==> src/rtl/rxf_pkg.sv <==
package rxf_pkg;
  // Strobes from control to datapath, one cycle each
  typedef struct packed {
    logic       flush;
    logic       wrEn;
    logic       rdEn;
    logic       holdWr;
    logic [7:0] wrByte;
  } rxf_strobe_t;

  // Trigger threshold selected by control bits 7:6
  function automatic logic [4:0] trig_bytes(input logic [1:0] code);
    case (code)
      2'b00:   return 5'd1;
      2'b01:   return 5'd4;
      2'b10:   return 5'd8;
      default: return 5'd14;
    endcase
  endfunction
endpackage

==> src/rtl/rxf_data.sv <==
module rxf_data
  import rxf_pkg::*;
#(
  parameter int DEPTH = 16
) (
  input  logic                         clk,
  input  logic                         rstN,
  input  rxf_strobe_t                  strb,
  input  logic                         fifoMode,
  output logic [$clog2(DEPTH+1)-1:0]   level,
  output logic [7:0]                   popData
);
  localparam int LW = $clog2(DEPTH + 1);
  localparam int PW = $clog2(DEPTH);

  logic [7:0]    mem [DEPTH];
  logic [PW-1:0] wrPtr, rdPtr;
  logic [7:0]    holdReg;

  always_ff @(posedge clk) begin
    if (strb.wrEn) mem[wrPtr] <= strb.wrByte;
  end

  always_ff @(posedge clk) begin
    if (!rstN) begin
      wrPtr   <= '0;
      rdPtr   <= '0;
      level   <= '0;
      holdReg <= '0;
    end else begin
      if (strb.holdWr) holdReg <= strb.wrByte;
      if (strb.flush) begin
        wrPtr <= '0;
        rdPtr <= '0;
        level <= '0;
      end else begin
        if (strb.wrEn) wrPtr <= wrPtr + 1'b1;
        if (strb.rdEn) rdPtr <= rdPtr + 1'b1;
        case ({strb.wrEn, strb.rdEn})
          2'b10:   level <= level + 1'b1;
          2'b01:   level <= level - 1'b1;
          default: level <= level;
        endcase
      end
    end
  end

  always_comb begin
    if (!fifoMode)         popData = holdReg;
    else if (level != '0)  popData = mem[rdPtr];
    else                   popData = 8'h00;
  end


  no_overflow_chk: assert property (@(posedge clk) disable iff (!rstN)
    level <= LW'(DEPTH));

  no_underflow_chk: assert property (@(posedge clk) disable iff (!rstN)
    strb.rdEn |-> level != '0);
endmodule

==> src/rtl/rxf_ctrl.sv <==
module rxf_ctrl
  import rxf_pkg::*;
#(
  parameter int DEPTH         = 16,
  parameter int TIMEOUT_CHARS = 4
) (
  input  logic                        clk,
  input  logic                        rstN,
  input  logic                        pushValid,
  input  logic [7:0]                  pushData,
  input  logic                        breakIn,
  input  logic                        popReq,
  input  logic                        ctrlWr,
  input  logic [7:0]                  ctrlData,
  input  logic                        lsrRead,
  input  logic                        charTick,
  input  logic [$clog2(DEPTH+1)-1:0]  level,
  output rxf_strobe_t                 strb,
  output logic                        fifoMode,
  output logic [7:0]                  ctrlValue,
  output logic                        txFlush,
  output logic                        dataReady,
  output logic                        overrun,
  output logic                        breakFlag,
  output logic                        trigHit,
  output logic                        timeoutPend
);
  localparam int LW = $clog2(DEPTH + 1);
  localparam int TW = $clog2(TIMEOUT_CHARS);
  localparam logic [TW-1:0] LAST_TICK = TW'(TIMEOUT_CHARS - 1);

  logic          modeChange, flushNow, anyPush, anyPop;
  logic          notEmpty, isFull, doRd, doWr, ovSet, empties, restart, expire;
  logic          armed;
  logic [TW-1:0] tickCnt;
  logic [LW-1:0] trigLevel;

  assign fifoMode   = ctrlValue[0];
  assign modeChange = ctrlData[0] != ctrlValue[0];
  assign flushNow   = ctrlWr && (ctrlData[1] || modeChange);
  assign anyPush    = (pushValid || breakIn) && !flushNow;
  assign anyPop     = popReq && !flushNow;
  assign notEmpty   = level != '0;
  assign isFull     = level == LW'(DEPTH);
  assign doRd       = fifoMode && anyPop && notEmpty;
  assign doWr       = fifoMode && anyPush && (!isFull || doRd);
  assign ovSet      = anyPush && (fifoMode ? !doWr : (dataReady && !anyPop));
  assign empties    = anyPop && !anyPush && (fifoMode ? (level <= LW'(1)) : 1'b1);
  assign restart    = fifoMode && (anyPush || (doRd && level > LW'(1)));
  assign expire     = armed && charTick && (tickCnt == LAST_TICK) && !anyPush && !anyPop && !flushNow;
  assign trigLevel  = LW'(trig_bytes(ctrlValue[7:6]));
  assign trigHit    = fifoMode ? (level >= trigLevel) : dataReady;

  always_comb begin
    strb.flush  = flushNow;
    strb.wrEn   = doWr;
    strb.rdEn   = doRd;
    strb.holdWr = !fifoMode && anyPush;
    strb.wrByte = breakIn ? 8'h00 : pushData;
  end

  always_ff @(posedge clk) begin
    if (!rstN) begin
      ctrlValue   <= '0;
      txFlush     <= 1'b0;
      dataReady   <= 1'b0;
      overrun     <= 1'b0;
      breakFlag   <= 1'b0;
      timeoutPend <= 1'b0;
      armed       <= 1'b0;
      tickCnt     <= '0;
    end else begin
      if (ctrlWr) ctrlValue <= ctrlData & 8'hC9;
      txFlush <= ctrlWr && (ctrlData[2] || modeChange);

      if (flushNow)     dataReady <= 1'b0;
      else if (anyPush) dataReady <= 1'b1;
      else if (empties) dataReady <= 1'b0;

      if (flushNow)                 breakFlag <= 1'b0;
      else if (breakIn)             breakFlag <= 1'b1;
      else if (lsrRead || empties)  breakFlag <= 1'b0;

      if (ovSet)        overrun <= 1'b1;
      else if (lsrRead) overrun <= 1'b0;

      if (flushNow || anyPop) timeoutPend <= 1'b0;
      else if (expire && notEmpty) timeoutPend <= 1'b1;

      if (flushNow) begin
        armed   <= 1'b0;
        tickCnt <= '0;
      end else if (restart) begin
        armed   <= 1'b1;
        tickCnt <= '0;
      end else if (anyPop) begin
        armed   <= 1'b0;
      end else if (armed && charTick) begin
        if (tickCnt == LAST_TICK) begin
          armed   <= 1'b0;
          tickCnt <= '0;
        end else begin
          tickCnt <= tickCnt + 1'b1;
        end
      end
    end
  end


  dr_level_chk: assert property (@(posedge clk) disable iff (!rstN)
    fifoMode |-> dataReady == (level != '0));

  pend_nonempty_chk: assert property (@(posedge clk) disable iff (!rstN)
    timeoutPend |-> (fifoMode && level != '0));

  flush_clear_chk: assert property (@(posedge clk) disable iff (!rstN)
    flushNow |=> (!dataReady && !timeoutPend && !breakFlag && level == '0));

  overrun_set_chk: assert property (@(posedge clk) disable iff (!rstN)
    (anyPush && fifoMode && isFull && !anyPop) |=> (overrun && level == LW'(DEPTH)));
endmodule

==> src/rtl/rx_fifo_trig.sv <==
module rx_fifo_trig
  import rxf_pkg::*;
#(
  parameter int DEPTH         = 16,
  parameter int TIMEOUT_CHARS = 4,
  localparam int LW           = $clog2(DEPTH + 1)
) (
  input  logic          clk,
  input  logic          rstN,
  input  logic          pushValid,
  input  logic [7:0]    pushData,
  input  logic          breakIn,
  input  logic          popReq,
  output logic [7:0]    popData,
  input  logic          ctrlWr,
  input  logic [7:0]    ctrlData,
  input  logic          lsrRead,
  input  logic          charTick,
  output logic [7:0]    ctrlValue,
  output logic          txFlush,
  output logic [LW-1:0] fillLevel,
  output logic          dataReady,
  output logic          overrun,
  output logic          breakFlag,
  output logic          trigHit,
  output logic          timeoutPend
);
  rxf_strobe_t strb;
  logic        fifoMode;

  rxf_ctrl #(.DEPTH(DEPTH), .TIMEOUT_CHARS(TIMEOUT_CHARS)) ctrl_i (
    .clk(clk), .rstN(rstN),
    .pushValid(pushValid), .pushData(pushData), .breakIn(breakIn),
    .popReq(popReq), .ctrlWr(ctrlWr), .ctrlData(ctrlData),
    .lsrRead(lsrRead), .charTick(charTick), .level(fillLevel),
    .strb(strb), .fifoMode(fifoMode), .ctrlValue(ctrlValue),
    .txFlush(txFlush), .dataReady(dataReady), .overrun(overrun),
    .breakFlag(breakFlag), .trigHit(trigHit), .timeoutPend(timeoutPend)
  );

  rxf_data #(.DEPTH(DEPTH)) data_i (
    .clk(clk), .rstN(rstN), .strb(strb), .fifoMode(fifoMode),
    .level(fillLevel), .popData(popData)
  );
endmodule

==> config.mk <==
export PLATFORM = sky130hd
export DESIGN_NAME = rx_fifo_trig
export DESIGN_NICKNAME = d
export VERILOG_FILES = /design/src/rtl/rxf_pkg.sv /design/src/rtl/rxf_data.sv /design/src/rtl/rxf_ctrl.sv /design/src/rtl/rx_fifo_trig.sv
export SDC_FILE = /design/constraint.sdc
export NUM_CORES = 1
export LEC_CHECK = 0
export CAP_MARGIN = 15
export CORE_MARGIN = 3
export CORE_UTILIZATION = 55
export CTS_CLUSTER_SIZE = 10
export DETAILED_ROUTE_END_ITERATION = 12
export PLACE_DENSITY = 0.73
export SLEW_MARGIN = 20
export SYNTH_ARGS = -nofsm -noshare
export SYNTH_HDL_FRONTEND = slang
export SYNTH_SLANG_ARGS = --single-unit
==> constraint.sdc <==
create_clock -name clk -period 2.9 [get_ports clk]
set_input_delay 0.58 -clock clk [delete_from_list [all_inputs] [get_ports clk]]
set_output_delay 0.58 -clock clk [all_outputs]
set_load 0.03 [all_outputs]
==> impl_metrics.tcl <==
set metrics [dict create \
    grtUsageMet1_pct 26.9 \
    slew_headroom_pct 35.0 \
    route.antenna.remaining_nets 0 \
    layout.filler_cells 833 \
    grt_first_pass_wirelength_mm 22.7 \
    clk_pin_slew_worst_paths_ns 0.06 \
    synth_seq_area_share_pct 66.5 \
    dr_total_vias 4024 \
    route.detailed.vias_per_inst 5.70 \
    chipWidth_um 118 \
    timing.critical_path.fanout_max 22 \
    grt_use_total_pct 21.6 \
    synthFlopType "edfxtp_1" \
    fp.dieH_um 118 \
    iteration_0_drc_markers 368 \
    dpl.hpwl_mm 9.18 \
    timing.critical_path.required_ns 2.32 \
    edff_count_synth 128 \
    layout.core_utilization_pct 69.1 \
    synth_top_area_cell "edfxtp_1" \
    report.final.setup_viol 0 \
    antenna_found_initial 0 \
    postSynthRegisterBits 165 \
    critPathMaxStageDelay_ns 0.57 \
    clock_skew_ns 0.00441 \
    grt.busiest_layer "met2" \
    global_route.usage.met3_pct 5.00 \
    ioPinCount 51 \
    report.power.total_mw 5.09 \
    number_of_buffers_created_by_cts 17 \
    clk-insertion-delay-late_ns 0.42 \
    cp-start-kind "flip-flop" \
    wirelength_routed_mm 14.1 \
    crit_arrival_ns 2.29 \
    global_route.usage.met2_pct 35.8 \
    synth-async-reset-ratio_pct 0 \
    placement.setup.worst_slack_ns 0.0976 \
    outcome "finished, final reports clean" \
    dpl.cell_count 674 \
    top_area_cells_in_the_synthesized_netlist "edfxtp_1 56%, dfxtp_1 11%, mux4_2 10%" \
    max_cap_viol_count 0 \
    share_of_the_cycle_needed_by_the_critical_path_after_routing_pct 99.1 \
    nets 565 \
    criticalPathCategory "flip-flop to output port" \
    ctsRootBufferMaster "clkbuf_16" \
    drtPass1Iterations 5 \
    final_hold_viol_count 0 \
    final_cell_mix "128 x edfxtp_1, 40 x buf_4, 36 x nor2_1" \
    yosys.cell_types.count 40 \
    critical-path-slowest-cell "mux4_2" \
    setup-tns-final_ns 0 \
    path_cells "buf_12, mux4_2, mux2i_4, o221ai_1, clkdlybuf4s15_2" \
    die-area_mm2 0.0139 \
    maxSlewViolCount 0 \
    ctsLongestPathBuffers 2 \
    post_drt_wl_per_cell_um 20.0 \
    final_layout_size_suffix_gt1_share_pct 22.9 \
    synth_top_area_share_pct 55.8 \
    layoutNonFillerInstCount 706 \
    timing.critical_path.to_type "output port" \
    rsz0062_at_grt "true" \
    timing.hold.worst.class "flip-flop to flip-flop" \
    clock_sink_count 165 \
    vdd_ir_drop_max_mv 0.444 \
    detail_route.drc_violations 0 \
    starting_density_of_the_core_pct 56.9 \
    first_global_vias 4165 \
    area.growth.synth_to_final_pct 21.5 \
    layout.cells.most_common "edfxtp_1" \
    power-per-cell-area_mw_per_mm2 607 \
    mappedNetlistArea_mm2 0.00689 \
    n_antenna_cell 0 \
    grt.overflow.total 0 \
    grt_max_degree 31 \
    row_count 40 \
    timing.final.crit_period_ns 2.87 \
    critical_path.top_delay_family "multiplexers" \
    postSynthCellCount 449 \
    maximum_achievable_frequency_mhz 348 \
    clock_tree.htree_level_count 4 \
    tightestPinTransition_ns 0.973 \
    critical_path.n_buffers_inverters 2 \
    routabilityCongestion 0.831 \
    buffer_ports.inserted 44 \
    core-area_mm2 0.0121 \
    synth-warning-count 0 \
    power.static_leakage_nw 2.82 \
    cts_tree "built" \
    final_worst_slack_ns 0.0254 \
    synthesis.area_per_instance_um2 15.3 \
]
timing repair:
| item | in CTS | in global routing |
|---|---|---|
| buffers inserted | 1 | 0 |
| cloned | 0 | 0 |
| hold buffers | 0 | 0 |
| resized for setup | 26 | 12 |
| pin swaps | 1 | 0 |
| setup endpoints to repair | 7 | 7 |
worst paths after layout:
| kind | from | end | slack [ns] | cells past startpoint |
|---|---|---|---|---|
| worst min register to register | data_i.holdReg[6] | data_i.holdReg[6] | 0.46 | 2 |
| worst max register to register | data_i.level[0] | data_i.level[3] | 0.38 | 10 |
| worst max-delay path | flip-flop | popData[1] | 0.03 | 5 |
| worst min-delay path | data_i.holdReg[6] | data_i.holdReg[6] | 0.46 | 2 |
registers in the layout (all words and copies together) (netlist names), named ones only:
name / flops
ctrl_i.armed: 1
ctrl_i.breakFlag: 1
ctrl_i.ctrlValue: 4
ctrl_i.dataReady: 1
ctrl_i.overrun: 1
ctrl_i.tickCnt: 2
ctrl_i.timeoutPend: 1
ctrl_i.txFlush: 1
data_i.holdReg: 8
data_i.level: 5
data_i.mem: 128
data_i.rdPtr: 4
data_i.wrPtr: 4
per-layer routing:
layer	part of all wire [%]	up-vias	routed length, µm
met2	51	98	7270
met4	3.5	0	493
met1	41	2055	5790
met3	4.2	26	598
met5	0	-	0
li1	-	1845	-
stage by stage:
step                      area, µm²  hold WS, ns
after floorplan                6900        0.436
after global placement         7740        0.445
after detailed placement       7740        0.455
after CTS                      8370        0.464
after global routing           8370        0.482
final                          8370        0.465
where the power goes:
| part | switching, mW | internal (mW) |
|---|---|---|
| clock network | 0.839 | 1.42 |
| registers | 0.0105 | 2.56 |
| logic | 0.150 | 0.0991 |
cells in the mapped netlist (2+ instances only):
library cell and count:
edfxtp_1 128, dfxtp_1 37, nor2_1 36, mux4_2 32, mux2i_1 22, nand2_1 21
clkbuf_1 16, ha_1 15, nor2b_1 14, nand3_1 13, nand2b_1 12, o21ai_0 12
inv_1 11, a21oi_1 8, nor3_1 8, o221ai_1 8, xor2_1 7, buf_2 6
buf_4 5, xnor2_1 5, nand4_1 4, nand4b_1 4, a31oi_1 3, nand3b_1 3
a211oi_1 2, and3_1 2, buf_1 2
worst reg2reg max path, delay by kind of cell, from the launching register on:
kind | cells | cell delay [ns]
adders and majority gates | 2 | 0.52
and+or+nand+nor | 3 | 0.76
AOI/OAI and AO/OA | 2 | 0.44
xor gates and xnor gates | 1 | 0.14
buffers and inverters | 2 | 0.26
DFF | 1 | 0.31
cell families after synthesis:
logic type | Yosys count | share of synthesized area [%]
AO/OA/AOI/OAI | 40 | 3.81
XOR/XNOR | 12 | 1.53
adder cells (fa/ha/maj) | 15 | 2.72
buffers and inverters | 41 | 2.72
flip-flops | 165 | 66.5
multiplexers | 55 | 13.8
other | 1 | 0.0544
AND/OR/NAND/NOR | 120 | 8.79
area by class of cell:
cell class,count,area [µm²],area share (%)
Sequential cell,165,4590,54.8
Multi-Input combinational cell,246,2180,26.0
Timing Repair Buffer,85,763,9.12
Clock buffer,20,437,5.22
Tap cell,168,210,2.51
Clock inverter,11,159,1.90
Inverter,11,41.3,0.493
Note: power is estimated with default switching activity, not from simulation.
